`config.mk`:
```
export PLATFORM = sky130hd
export DESIGN_NAME = cw_alu
export DESIGN_NICKNAME = d
export VERILOG_FILES = /design/src/rtl/cw_alu_pkg.sv /design/src/rtl/cw_alu_opsel.sv /design/src/rtl/cw_alu_core.sv /design/src/rtl/cw_alu_state.sv /design/src/rtl/cw_alu.sv
export SDC_FILE = /design/constraint.sdc
export NUM_CORES = 1
export LEC_CHECK = 0
export BUFFER_PORTS_ARGS = -buffer_cell sky130_fd_sc_hd__buf_4
export CAP_MARGIN = 25
export CORE_ASPECT_RATIO = 0.5
export CORE_MARGIN = 1
export CORE_UTILIZATION = 47
export DETAILED_ROUTE_END_ITERATION = 6
export PLACE_DENSITY = 0.79
export SLEW_MARGIN = 20
export SYNTH_ARGS = -nofsm -noshare
export SYNTH_HDL_FRONTEND = slang
export SYNTH_SLANG_ARGS = --single-unit
```
`constraint.sdc`:
```
create_clock -name clk -period 3.7 [get_ports clk]
set_clock_uncertainty 0.2 [all_clocks]
set_input_delay 0 -clock clk [delete_from_list [all_inputs] [get_ports clk]]
set_output_delay 0 -clock clk [all_outputs]
set_load 0.02 [all_outputs]
```
`src/rtl/cw_alu_pkg.sv`:
```
`timescale 1ns/1ps
// Shared types for the control-word ALU.
// Assumes: the fixed constant set at the right operand has four entries.
package cw_alu_pkg;

    localparam int NUM_CONST = 4;

    // Decoded control lines that steer the combinational core.
    typedef struct packed {
        logic op_add;
        logic op_and;
        logic op_or;
        logic op_xor;
        logic op_shift;
        logic rinv;
        logic cin_one;
        logic cin_carry;
        logic sh_right;
        logic sh_rot;
        logic sh_arith;
    } alu_fn_t;

    typedef enum logic [2:0] {
        SH_LSL,
        SH_ROL,
        SH_LSR,
        SH_ROR,
        SH_ASR
    } shift_mode_e;

    // Collapse the three shifter modifiers into one mode; rotate beats arith.
    function automatic shift_mode_e decode_shift(input logic right,
                                                 input logic rot,
                                                 input logic arith);
        shift_mode_e m;
        if (!right)
            m = rot ? SH_ROL : SH_LSL;
        else if (rot)
            m = SH_ROR;
        else
            m = arith ? SH_ASR : SH_LSR;
        return m;
    endfunction

endpackage

```
`src/rtl/cw_alu_opsel.sv`:
```
`timescale 1ns/1ps
// Operand selection for both ALU inputs.
// Every select line gates one source onto a wired-OR bus, so several
// asserted lines merge bitwise and no asserted line yields zero.
// Assumes: register bank arrives packed, register 0 in the low bits.
module cw_alu_opsel
    import cw_alu_pkg::*;
#(
    parameter int DATA_W = 8,
    parameter int NREG   = 5
) (
    input  logic [NREG*DATA_W-1:0]      regs,
    input  logic [NREG-1:0]             lsel,
    input  logic [NREG+NUM_CONST:0]     rsel,
    input  logic [DATA_W-1:0]           ext_byte,
    output logic [DATA_W-1:0]           lhs,
    output logic [DATA_W-1:0]           rhs
);

    localparam int RSEL_W = NREG + 1 + NUM_CONST;
    localparam int EXT_IX = NREG;

    logic [DATA_W-1:0] lsrc [NREG];
    logic [DATA_W-1:0] rsrc [RSEL_W];

    genvar g;
    generate
        for (g = 0; g < NREG; g++) begin : g_regsrc
            assign lsrc[g] = regs[g*DATA_W +: DATA_W];
            assign rsrc[g] = regs[g*DATA_W +: DATA_W];
        end
    endgenerate

    assign rsrc[EXT_IX]     = ext_byte;
    assign rsrc[EXT_IX + 1] = DATA_W'(1);
    assign rsrc[EXT_IX + 2] = DATA_W'(2);
    assign rsrc[EXT_IX + 3] = '1;
    assign rsrc[EXT_IX + 4] = ~DATA_W'(1);

    // Left bus: OR of every gated register.
    always_comb begin
        lhs = '0;
        for (int i = 0; i < NREG; i++)
            if (lsel[i]) lhs = lhs | lsrc[i];
    end

    // Right bus: OR of every gated register, external byte or constant.
    always_comb begin
        rhs = '0;
        for (int i = 0; i < RSEL_W; i++)
            if (rsel[i]) rhs = rhs | rsrc[i];
    end

endmodule

```
`src/rtl/cw_alu_core.sv`:
```
`timescale 1ns/1ps
// Combinational datapath: adder, bitwise paths and shifter.
// Enabled path outputs are ORed onto the result bus.
// Assumes: DATA_W >= 2; carry_flag is the registered carry.
module cw_alu_core
    import cw_alu_pkg::*;
#(
    parameter int DATA_W = 8
) (
    input  logic [DATA_W-1:0] lhs,
    input  logic [DATA_W-1:0] rhs,
    input  alu_fn_t           fn,
    input  logic              carry_flag,
    output logic [DATA_W-1:0] result,
    output logic              cout
);

    logic [DATA_W-1:0] rop;
    logic              cin;
    logic [DATA_W:0]   sum;
    logic [DATA_W-1:0] sh_v;
    shift_mode_e       mode;

    // Adder with optional right inversion and selectable carry-in.
    always_comb begin
        rop = fn.rinv ? ~rhs : rhs;
        cin = fn.cin_one | (fn.cin_carry & carry_flag);
        sum = {1'b0, lhs} + {1'b0, rop} + {{DATA_W{1'b0}}, cin};
    end

    assign cout = sum[DATA_W];
    assign mode = decode_shift(fn.sh_right, fn.sh_rot, fn.sh_arith);

    // Shifter on the left operand; rotates stay within the word.
    always_comb begin
        case (mode)
            SH_LSL:  sh_v = {lhs[DATA_W-2:0], 1'b0};
            SH_ROL:  sh_v = {lhs[DATA_W-2:0], lhs[DATA_W-1]};
            SH_LSR:  sh_v = {1'b0, lhs[DATA_W-1:1]};
            SH_ROR:  sh_v = {lhs[0], lhs[DATA_W-1:1]};
            SH_ASR:  sh_v = {lhs[DATA_W-1], lhs[DATA_W-1:1]};
            default: sh_v = lhs;
        endcase
    end

    // Wired-OR merge of all enabled paths.
    always_comb begin
        result = '0;
        if (fn.op_add)   result = result | sum[DATA_W-1:0];
        if (fn.op_and)   result = result | (lhs & rhs);
        if (fn.op_or)    result = result | (lhs | rhs);
        if (fn.op_xor)   result = result | (lhs ^ rhs);
        if (fn.op_shift) result = result | sh_v;
    end

endmodule

```
`src/rtl/cw_alu_state.sv`:
```
`timescale 1ns/1ps
// Result registers and flags with per-target write lines.
// Assumes: synchronous active-low reset; carry_we already qualified.
module cw_alu_state #(
    parameter int DATA_W = 8,
    parameter int NREG   = 5
) (
    input  logic                   clk,
    input  logic                   rst_n,
    input  logic [DATA_W-1:0]      result,
    input  logic                   cout,
    input  logic [NREG-1:0]        reg_we,
    input  logic                   carry_we,
    input  logic                   nz_we,
    output logic [NREG*DATA_W-1:0] regs_q,
    output logic                   carry_q,
    output logic                   neg_q,
    output logic                   zero_q
);

    logic [DATA_W-1:0] bank [NREG];

    // Register bank: each entry loads the result under its own line.
    always_ff @(posedge clk) begin
        for (int i = 0; i < NREG; i++) begin
            if (!rst_n)
                bank[i] <= '0;
            else if (reg_we[i])
                bank[i] <= result;
        end
    end

    genvar g;
    generate
        for (g = 0; g < NREG; g++) begin : g_pack
            assign regs_q[g*DATA_W +: DATA_W] = bank[g];

            // unselected register keeps its value.
            a_r9_hold: assert property (@(posedge clk) disable iff (!rst_n)
                !reg_we[g] |=> $stable(bank[g]));
            // selected register captures the result bus.
            a_r9_write: assert property (@(posedge clk) disable iff (!rst_n)
                reg_we[g] |=> bank[g] == $past(result));
        end
    endgenerate

    // Carry flag capture.
    always_ff @(posedge clk) begin
        if (!rst_n)
            carry_q <= 1'b0;
        else if (carry_we)
            carry_q <= cout;
    end

    // Negative and zero flag capture.
    always_ff @(posedge clk) begin
        if (!rst_n) begin
            neg_q  <= 1'b0;
            zero_q <= 1'b0;
        end else if (nz_we) begin
            neg_q  <= result[DATA_W-1];
            zero_q <= (result == '0);
        end
    end

    a_r8_nz_capture: assert property (@(posedge clk) disable iff (!rst_n)
        nz_we |=> (zero_q == ($past(result) == '0)) && (neg_q == $past(result[DATA_W-1])));
    a_r8_nz_hold: assert property (@(posedge clk) disable iff (!rst_n)
        !nz_we |=> $stable(neg_q) && $stable(zero_q));

endmodule

```
`src/rtl/cw_alu.sv`:
```
`timescale 1ns/1ps
// Control-word ALU top: operand select, datapath and state.
// The operation is whatever the control lines combine to; no opcode.
// Assumes: controls are stable around the rising clock edge.
module cw_alu
    import cw_alu_pkg::*;
#(
    parameter int DATA_W = 8,
    parameter int NREG   = 5
) (
    input  logic                   clk,
    input  logic                   rst_n,
    input  logic [NREG-1:0]        lsel,
    input  logic [NREG+NUM_CONST:0] rsel,
    input  logic [DATA_W-1:0]      ext_byte,
    input  logic                   fn_add,
    input  logic                   fn_and,
    input  logic                   fn_or,
    input  logic                   fn_xor,
    input  logic                   fn_shift,
    input  logic                   rinv,
    input  logic                   cin_one,
    input  logic                   cin_carry,
    input  logic                   sh_right,
    input  logic                   sh_rot,
    input  logic                   sh_arith,
    input  logic                   save_carry,
    input  logic                   save_nz,
    input  logic [NREG-1:0]        save_en,
    output logic [DATA_W-1:0]      result,
    output logic                   carry,
    output logic                   neg,
    output logic                   zero,
    output logic [NREG*DATA_W-1:0] regs
);

    logic [DATA_W-1:0] lhs;
    logic [DATA_W-1:0] rhs;
    logic              cout;
    logic              carry_we;
    alu_fn_t           fn;

    // Gather loose control lines into the core's control struct.
    always_comb begin
        fn.op_add    = fn_add;
        fn.op_and    = fn_and;
        fn.op_or     = fn_or;
        fn.op_xor    = fn_xor;
        fn.op_shift  = fn_shift;
        fn.rinv      = rinv;
        fn.cin_one   = cin_one;
        fn.cin_carry = cin_carry;
        fn.sh_right  = sh_right;
        fn.sh_rot    = sh_rot;
        fn.sh_arith  = sh_arith;
    end

    // Carry is only meaningful when the adder drives the bus.
    assign carry_we = save_carry & fn_add;

    cw_alu_opsel #(.DATA_W(DATA_W), .NREG(NREG)) u_opsel (
        .regs     (regs),
        .lsel     (lsel),
        .rsel     (rsel),
        .ext_byte (ext_byte),
        .lhs      (lhs),
        .rhs      (rhs)
    );

    cw_alu_core #(.DATA_W(DATA_W)) u_core (
        .lhs        (lhs),
        .rhs        (rhs),
        .fn         (fn),
        .carry_flag (carry),
        .result     (result),
        .cout       (cout)
    );

    cw_alu_state #(.DATA_W(DATA_W), .NREG(NREG)) u_state (
        .clk      (clk),
        .rst_n    (rst_n),
        .result   (result),
        .cout     (cout),
        .reg_we   (save_en),
        .carry_we (carry_we),
        .nz_we    (save_nz),
        .regs_q   (regs),
        .carry_q  (carry),
        .neg_q    (neg),
        .zero_q   (zero)
    );

    // words without the adder never disturb carry.
    a_r4_carry_hold: assert property (@(posedge clk) disable iff (!rst_n)
        !(fn_add && save_carry) |=> $stable(carry));
    // plain add sets carry exactly when the sum overflows.
    a_r4_carry_add: assert property (@(posedge clk) disable iff (!rst_n)
        (fn_add && save_carry && !rinv && !cin_one && !cin_carry)
        |=> carry == ($past(lhs) > ~$past(rhs)));
    // invert plus forced carry-in is two's complement subtraction.
    a_r3_subtract: assert property (@(posedge clk) disable iff (!rst_n)
        (fn_add && !fn_and && !fn_or && !fn_xor && !fn_shift &&
         rinv && cin_one && !cin_carry) |-> result == DATA_W'(lhs - rhs));
    // no enabled path leaves the bus at zero.
    a_r7_idle_zero: assert property (@(posedge clk) disable iff (!rst_n)
        !(fn_add || fn_and || fn_or || fn_xor || fn_shift) |-> result == '0);

endmodule

```
==> reports/summary.md, run 1 <==
The run finished, with violations left. The checks that failed: setup timing. The die outline area was 0.006910 mm^2.

Synthesized cell area: 0.003084 mm^2. In the post-synthesis netlist, the biggest area contributors are sky130_fd_sc_hd__edfxtp_1 (39%), sky130_fd_sc_hd__ha_1 (9.3%), sky130_fd_sc_hd__a22oi_1 (6.8%). The global routing usage on met3 came out at 8.998%. In this run, CTS created clock tree buffers numbering 5.

CTS saw 43 sinks. At the pin with the least slew margin, the transition time is 0.6520 ns. The class of the tightest hold or removal check is in -> reg.

Counting flops with a built-in enable in the synthesized netlist gives 40. The register-to-register path setup slack came out at -0.13 ns. Routability-driven placement finished with a final weighted congestion of 0.9705. The filler cells instantiated in the layout total 511. The post-detailed-route wirelength per cell was 20.12 um. For this run, asynchronously set or reset flops after synthesis account for 0%. The number of buffers inserted by port buffering came out at 93. Kind of end point of the critical path: a primary output. The floorplan has 20 rows. The total area inside the core boundary comes to 0.006206 mm^2. Synthesis handed over a netlist of 319 instances.

The number of routed nets with antenna violations is 0. Setup repair after global routing could not meet its margin everywhere. The first global-routing pass estimated 14920 um of wire. The most used flip-flop cell after synthesis is sky130_fd_sc_hd__edfxtp_1.

The number of antenna diodes in the final layout is 0. The smallest setup slack after layout was -0.1469 ns; the total routing resource utilization after global routing was 29.71%. The placed wire-length estimate is 7895 um. The run gives 68.33% as the share of the core filled with cells in the final layout.

The startpoint identified for the worst hold timing path is save_en[0]. The clock passes through at most 2 buffers. The combinational family with the most area after synthesis is compound AO/OA/AOI/OAI gates.

The final number of hold-violating endpoints was 0. The fraction of final layout cells sized beyond drive strength 1 was 33.88%; the count of boundary I/O pins was 94. Clock-pin slew was measured on the worst setup and hold paths at 0.06 ns. The number of different library cells used by synthesis comes to 51. Maximum number of pins on one net before global-route repair: 15. The die width works out to 116.6 um. The run gives 0 as the initial antenna violation count. After synthesis, flip-flops and latches occupy 40.89% of the total area. Of the total synthesized cell area, the portion taken by AND, OR, NAND and NOR gates is 15.82%. The finished cells cover 0.004240 mm^2. The tools report the number of max-slew violations in the final report as 0.

The signal on the critical path passes through a222oi_1 > nand3_1 > xor2_2 > fa_2 > fa_2 > a211oi_2 > o21bai_1 > a21oi_2 > xnor2_2 > a21boi_4 > inv_2 > buf_6 > buf_6. The number of H-tree levels was 2; the delay of the slowest critical-path stage was 0.42 ns. The data required time of the worst path was 3.50 ns. Synthesis inferred 43 register bits.

In this run the mean area of a mapped cell was 9.668 um^2. The remaining global-route overflow was 0. In this run the static leakage power is 0.001952 uW. The worst register-to-register path begins at u_state.bank[3][0]. The critical path in this run is classified as reg -> out. The iteration count of the initial detailed-routing pass is 6. Along the worst path, the maximum fanout reaches 3.

The clock reaches the later pin of the worst-skew pair after 0.28 ns. The post-route fraction of the period consumed by the critical path works out to 104.0%. The post-synthesis mux area share works out to 0.4462%.

Among all stages on the critical path, the largest delay is contributed by sky130_fd_sc_hd__fa_2. For this design the ratio of total power to cell area is 429.8 mW/mm^2. The die is 59.28 um tall. The peak-usage layer in the global routing report is met2.

The top cell types in the final layout, fill and taps aside, are sky130_fd_sc_hd__buf_4 (109), sky130_fd_sc_hd__nor2_1 (43), sky130_fd_sc_hd__edfxtp_1 (40). At the worst endpoint, the arrival time is 3.65 ns. Global routing consumed, on the met1 layer, 39.54% of the routing resources. The fraction of the mapped netlist area in compound gates came out at 22.27%.

The number of global-route vias before repair was 2826. In this run the cell area measured after placement is 0.003874 mm^2. Max-cap violations in this run came to 0.

After detailed routing, the number of vias per cell comes to 6.029. Setup-violating endpoint count in the final report: 8. STA classifies the critical path startpoint as a register. Most frequent standard cell in the layout excluding fill and tap cells: sky130_fd_sc_hd__buf_4.

The largest total area in the synthesized netlist belongs to sky130_fd_sc_hd__edfxtp_1. The maximum clock frequency is 259.9 MHz. The tools report the source of the critical timing path as u_state.bank[3][0]. For this configuration, the core starts out at a cell density of 49.70%. The share of Yosys cell area claimed by the top area cell type was 38.95%. The xor and xnor fraction of the mapped netlist area is 3.124%, and the final layout net count is 495.

For this run, design rule violations remaining after detail routing come to 0. For the total routed wirelength, the log shows 10380 um. TritonCTS built the clock tree. The Yosys step of the flow raised 0 warnings. The number of nets handed over by synthesis was 387.

The routed via count is 3111, and the maximum resistive drop on vdd is 0.0003709 V. The fraction of the mapped netlist area in adder cells came out at 10.63%. In this run the tightest slew margin relative to its limit is 56.45%.

The relative area change from synthesis to final layout works out to 37.48%. Clock root buffer: sky130_fd_sc_hd__clkbuf_16. The clock period minus final worst setup slack is 3.847 ns, and the initial detailed-routing violation count is 636.

In the global route stage, met2 resource usage came out at 47.76%.
==> worst max-delay path, delay by kind of cell, from the launching register on <==
kind / cells / cell delay, ns
flops: 1 / 0.39
buf+inv: 3 / 0.31
compound gates: 5 / 1.28
xor+xnor: 2 / 0.37
simple gates: 1 / 0.25
fa+ha+maj: 2 / 0.78
==> flip-flops by register name, summed over array words and instances (netlist names) <==
name and flops:
u_state.neg_q 1, u_state.bank 40, u_state.carry_q 1, u_state.zero_q 1
==> where the power goes <==
part | internal (uW) | switching, uW
sequential | 591 | 51.5
combinational | 314 | 425
clock | 269 | 172
==> cells in the mapped netlist (all sizes together) (2+ instances only) <==
cell    count
nor2       44
edfxtp     40
nand2      30
inv        29
a22oi      28
ha         23
clkbuf     11
a21oi      10
a222oi     10
nand4       9
buf         8
o21ai       8
xor2        8
nand3       6
a221oi      5
nand2b      5
o211ai      5
a211oi      3
and3        3
dfxtp       3
xnor2       3
a211o       2
a21boi      2
a21o        2
a22o        2
and2        2
fa          2
nor2b       2
o21bai      2
==> area by class of cell <==
class	instances	area, um^2	area share (%)
multi-input cells	228	1672	39.42
well taps	88	110.1	2.597
inverters	29	108.9	2.567
flip-flops and latches	43	1261	29.74
clock buffers	6	138.9	3.275
repair buffers	120	933.4	22.01
clock inverters	2	16.27	0.3836
==> per-stage QoR <==
| stage | TNS, ns | setup slack, ns | hold WS, ns | total power [uW] | cells |
|---|---|---|---|---|---|
| after floorplan | 0 | 0.07499 | -0.1095 | 1040 | 319 |
| after global placement | 0 | 0.08531 | 0.0004638 | 1282 | 492 |
| after detailed placement | -0.03376 | -0.03376 | 0.02108 | 1301 | 492 |
| after CTS | 0 | 0.01707 | 0.004502 | 1757 | 509 |
| after global routing | -1.848 | -0.2496 | 0.03778 | 1898 | 516 |
| final | -0.7766 | -0.1469 | 0.0003667 | 1823 | 516 |
==> timing repair <==
action / CTS / global route
gates resized for setup: 4 / 14
hold buffers: 7 / 0
setup endpoints to repair: 9 / 26
hold endpoints to repair: 15 / 0
pin swaps: 4 / 13
buffers inserted: 2 / 7
==> cells by family after synthesis <==
family,after synthesis
AND/OR/NAND/NOR,106
AO/OA/AOI/OAI,85
buffers and inverters,48
flip-flops,43
adder cells (fa/ha/maj),25
XOR/XNOR,11
multiplexers,1
==> layer usage <==
layer  part of all wire [%]  wire length (um)
met5                      0                 0
met4                    1.1               111
met3                     10              1047
met2                     48              4946
met1                     41              4277
==> final timing paths <==
| check | to | cells past startpoint |
|---|---|---|
| worst min register to register | u_state.zero_q | 2 |
| worst min-delay path | u_state.bank[0][3] | 3 |
| worst max-delay path | result[6] | 13 |
| worst max register to register | u_state.bank[4][6] | 13 |
(Power assumes the default switching activity.)
==> run 2, diff against run 1 <==
--- a/config.mk
+++ b/config.mk
@@ -9,9 +9,9 @@
 export CAP_MARGIN = 25
 export CORE_ASPECT_RATIO = 0.5
 export CORE_MARGIN = 1
-export CORE_UTILIZATION = 47
+export CORE_UTILIZATION = 35
 export DETAILED_ROUTE_END_ITERATION = 6
-export PLACE_DENSITY = 0.79
+export PLACE_DENSITY = 0.62
 export SLEW_MARGIN = 20
 export SYNTH_ARGS = -nofsm -noshare
 export SYNTH_HDL_FRONTEND = slang
==> run 2 against run 1 <==
Against the previous run: the flow now finishes without violations; worst hold slack better by 0.029 ns; sequential share of layout area up 0.16 points; via count down 0.23%; sequential cell count unchanged; routed wire length up 11%; largest power group unchanged; core utilization down 17 points.
==> reports/summary.md, run 2 (synthesis gave the netlist of run 1 again) <==
The flow ran to the end, and the final reports show no timing, DRC or antenna violations. Final cell count without fillers: 534 (was 516). The initial antenna violation count came out at 0 (unchanged). The delay of the slowest critical-path stage came out at 0.45 ns (was 0.42 ns). The total area of sequential cells came out at 0.001261 mm^2 (unchanged).

Among the stages of the critical path, the cell type that occurs most often is sky130_fd_sc_hd__xnor2_1. The post-place setup slack came out at -0.002402 ns (was -0.03376 ns). The register-to-register path setup slack came out at 0.22 ns (was -0.13 ns). Worst-path maximum fanout: 6 (was 3).

Via density per instance: 5.813 (was 6.029). The number of H-tree levels came out at 2 (unchanged). The post-route fraction of the period consumed by the critical path was 95.72% (was 104.0%). The worst-margin pin slew works out to 0.6726 ns (was 0.6520 ns).

The post-placement cell count came out at 517 (was 492). The area of all placed cells without fillers is 0.004218 mm^2 (was 0.004240 mm^2), and the number of clock sinks is 43 (unchanged). The run gives 474 (was 636) as the initial detailed-routing violation count.

The most frequent standard cell in the layout excluding fill and tap cells was sky130_fd_sc_hd__buf_4 (unchanged). Cells along the critical path: a22oi_1 > nand3_1 > a2111oi_4 > xnor2_1 > ha_1 > a21o_1 > a21oi_1 > xnor2_1 > a221oi_1 > a21boi_4 > inv_1 > buf_4 (was a222oi_1 > nand3_1 > xor2_2 > fa_2 > fa_2 > a211oi_2 > o21bai_1 > a21oi_2 > xnor2_2 > a21boi_4 > inv_2 > buf_6 > buf_6). The tools report the iteration count of the initial detailed-routing pass as 6 (unchanged). The placement-stage cell area was 0.003924 mm^2 (was 0.003874 mm^2); the number of global-route vias before repair was 2850 (was 2826). The critical path depth in cells was 12 (was 13). The dominant delay contributor by cell family on the critical path is compound AO/OA/AOI/OAI gates (unchanged).

Start point of the worst hold path: save_en[1] (was save_en[0]). The tools report the net switching component of the power as 655.6 uW (was 648.7 uW). Commonest cells after routing, fill and taps aside: sky130_fd_sc_hd__buf_4 (110), sky130_fd_sc_hd__nor2_1 (44), sky130_fd_sc_hd__edfxtp_1 (40) (was sky130_fd_sc_hd__buf_4 (109), sky130_fd_sc_hd__nor2_1 (43), sky130_fd_sc_hd__edfxtp_1 (40)). The tools report the worst-case clock buffer depth as 2 (unchanged). The run gives 0.009215 mm^2 (was 0.006910 mm^2) as the die outline area. Number of max-slew violations in the final report: 0 (unchanged). Number of routed nets with antenna violations: 0 (unchanged). TritonCTS built the clock tree. The clock period minus final worst setup slack is 3.542 ns (was 3.847 ns), and the fraction of final layout cells sized beyond drive strength 1 is 32.46% (was 33.88%). For the portion of total power attributed to the clock network, the log shows 26.5% (was 24.2%).

The data arrival time of the worst path was 3.34 ns (was 3.65 ns); the routability congestion estimate from global placement was 0.9733 (was 0.9705). The areal power density over the cells came out at 443.1 mW/mm^2 (was 429.8 mW/mm^2). The starting density of the core came out at 37.34% (was 49.70%). The tools report the cell-internal power as 1214 uW (was 1174 uW).

The slowest cell on the critical path was sky130_fd_sc_hd__edfxtp_1 (was sky130_fd_sc_hd__fa_2). The multi-input combinational cell area is 0.001659 mm^2 (was 0.001672 mm^2), and the maximum number of pins on one net before global-route repair is 14 (was 15). The remaining design rule violation count was 0 (unchanged). The final layout net count is 490 (was 495), and the maximum clock frequency is 282.3 MHz (was 259.9 MHz).

The path depth of the worst reg2reg path is 12 (was 13), and the total of fill cells in the finished design is 774 (was 511). The proportion of total power due to net switching came out at 35.07% (was 35.59%). The class of the tightest hold or removal check was in -> reg (unchanged).

Number of antenna repair diodes: 0 (unchanged). The core area came out at 0.008259 mm^2 (was 0.006206 mm^2). The fraction of power consumed by combinational cells came out at 38.9% (was 40.6%).

The final number of hold-violating endpoints is 0 (unchanged). Data required time of the worst path: 3.50 ns (about the same). The vertical extent of the die was 68.38 um (was 59.28 um). The total routing resource utilization after global routing was 25.50% (was 29.71%); the instance count along the most critical hold path was 3 (unchanged).

The remaining global-route overflow is 0 (unchanged), and the maximum resistive drop on vdd is 0.0002359 V (was 0.0003709 V). The number of buffers inserted by port buffering works out to 93 (unchanged). The total CTS buffers is 5 (unchanged).

The tools report the nature of the critical path startpoint as a register (unchanged). The flip-flop count of the largest register, all copies and words added was 40 (unchanged). The relative area change from synthesis to final layout is 36.75% (was 37.48%), and the power share of the sequential group is 34.6% (was 35.2%). The global-route wire length before repair is 17030 um (was 14920 um). Critical register-to-register path endpoint: u_state.bank[2][3] (was u_state.bank[4][6]). The placed wire-length estimate is 8999 um (was 7895 um).

The count of maximum capacitance violations was 0 (unchanged); the setup-violating endpoint count in the final report was 0 (was 8). For the total routed wirelength, the log shows 11560 um (was 10380 um). Kind of end point of the critical path: a primary output (unchanged).

The logs give 0.001927 uW (was 0.001952 uW) for the reported leakage power and 23 (was 20) for the number of rows in the core area. The tools report the hold path endpoint as u_state.bank[1][7] (was u_state.bank[0][3]). The post-detailed-route wirelength per cell is 21.66 um (was 20.12 um), and the insertion delay to the later sink of the worst-skew pair is 0.28 ns (about the same). The clock root buffer was sky130_fd_sc_hd__clkbuf_16 (unchanged). The largest register by flop count was u_state.bank (unchanged). The die width is 134.8 um (was 116.6 um). The worst flop-to-flop path startpoint was u_state.bank[0][1] (was u_state.bank[3][0]). The count of boundary I/O pins was 94 (unchanged); the smallest setup slack after layout was 0.1583 ns (was -0.1469 ns).

Worst relative slew slack: 55.07% (was 56.45%). The routed via count came out at 3104 (was 3111). The critical path class was reg -> out (unchanged). The buffering stage count on the worst path with inverters included is 2 (was 3), and the clock input transition at the sequential cells of the worst setup and hold paths is 0.06 ns (about the same).
-- run 2: cell count changes in the layout (fill, tap and decap cells not counted), moves of 2 or more --
cell / previous run / this run
sky130_fd_sc_hd__dlygate4sd3_1: 7 / 4
sky130_fd_sc_hd__a221oi_1: 1 / 3
sky130_fd_sc_hd__buf_6: 4 / 0
sky130_fd_sc_hd__a221oi_2: 4 / 2
-- run 2: how the worst max path moves through the flow --
stage / startpoint / to
after floorplan: u_state.bank[3][0] / u_state.zero_q
after global placement: u_state.bank[3][0] / u_state.zero_q
after detailed placement: u_state.bank[3][0] / u_state.zero_q
after CTS: u_state.bank[3][0] / result[4]
after global routing: u_state.bank[0][1] / result[3]
final: u_state.bank[0][1] / result[3]
-- run 2: area by class of cell --
type	instances	area share, %
repair buffers	115	21.00
flip-flops and latches	43	29.90
well taps	112	3.322
inverters	29	2.581
clock buffers	5	2.966
clock inverters	2	0.8899
multi-input cells	228	39.34
-- run 2: repair_timing --
action	4_1_cts	5_1_grt
resized for setup	2	7
setup endpoints to repair	3	20
hold buffers	4	0
hold endpoints to repair	3	0
pin swaps	1	6
buffers inserted	1	5
-- run 2: worst reg2reg max path, cell delays in order, from the launching register on --
cell	delay (ns)
sky130_fd_sc_hd__edfxtp_1	0.45
sky130_fd_sc_hd__a22oi_1	0.21
sky130_fd_sc_hd__nand3_1	0.13
sky130_fd_sc_hd__a2111oi_4	0.31
sky130_fd_sc_hd__xnor2_1	0.22
sky130_fd_sc_hd__ha_1	0.28
sky130_fd_sc_hd__a21o_1	0.17
sky130_fd_sc_hd__a21oi_1	0.17
sky130_fd_sc_hd__xnor2_1	0.08
sky130_fd_sc_hd__a221oi_1	0.41
sky130_fd_sc_hd__a21boi_4	0.38
sky130_fd_sc_hd__buf_4	0.17
sky130_fd_sc_hd__nor2_1	0.04
-- run 2: per-stage QoR --
step / total power, uW / hold WS [ns] / TNS [ns] / utilization [%]
6_report: 1869 / 0.02915 / 0 / 51.07
5_1_grt: 1951 / 0.04446 / -0.03689 / 51.07
4_1_cts: 1831 / 0.02045 / 0 / 50.16
3_5_place_dp: 1328 / 0.02281 / -0.002402 / 47.51
3_3_place_gp: 1314 / 0.01669 / 0 / 47.51
2_1_floorplan: 1040 / -0.1095 / 0 / -
-- run 2: routing by layer --
metal | global-route usage, % | vias to the layer above | wire, um
li1 | - | 1389 | -
met1 | 35.29 | 1501 | 4938
met2 | 40.91 | 196 | 5310
met3 | 5.852 | 18 | 1184
met4 | 5.337 | 0 | 130
met5 | 0 | - | 0
-- run 2: power groups by stage --
stage               Clock (uW)  Sequential [uW]  Combinational, uW
finish                     495              647                728
CTS                        498              643                690
global placement             0              651                663
global route               519              649                783
floorplan                    0              689                351
detailed placement           0              653                675
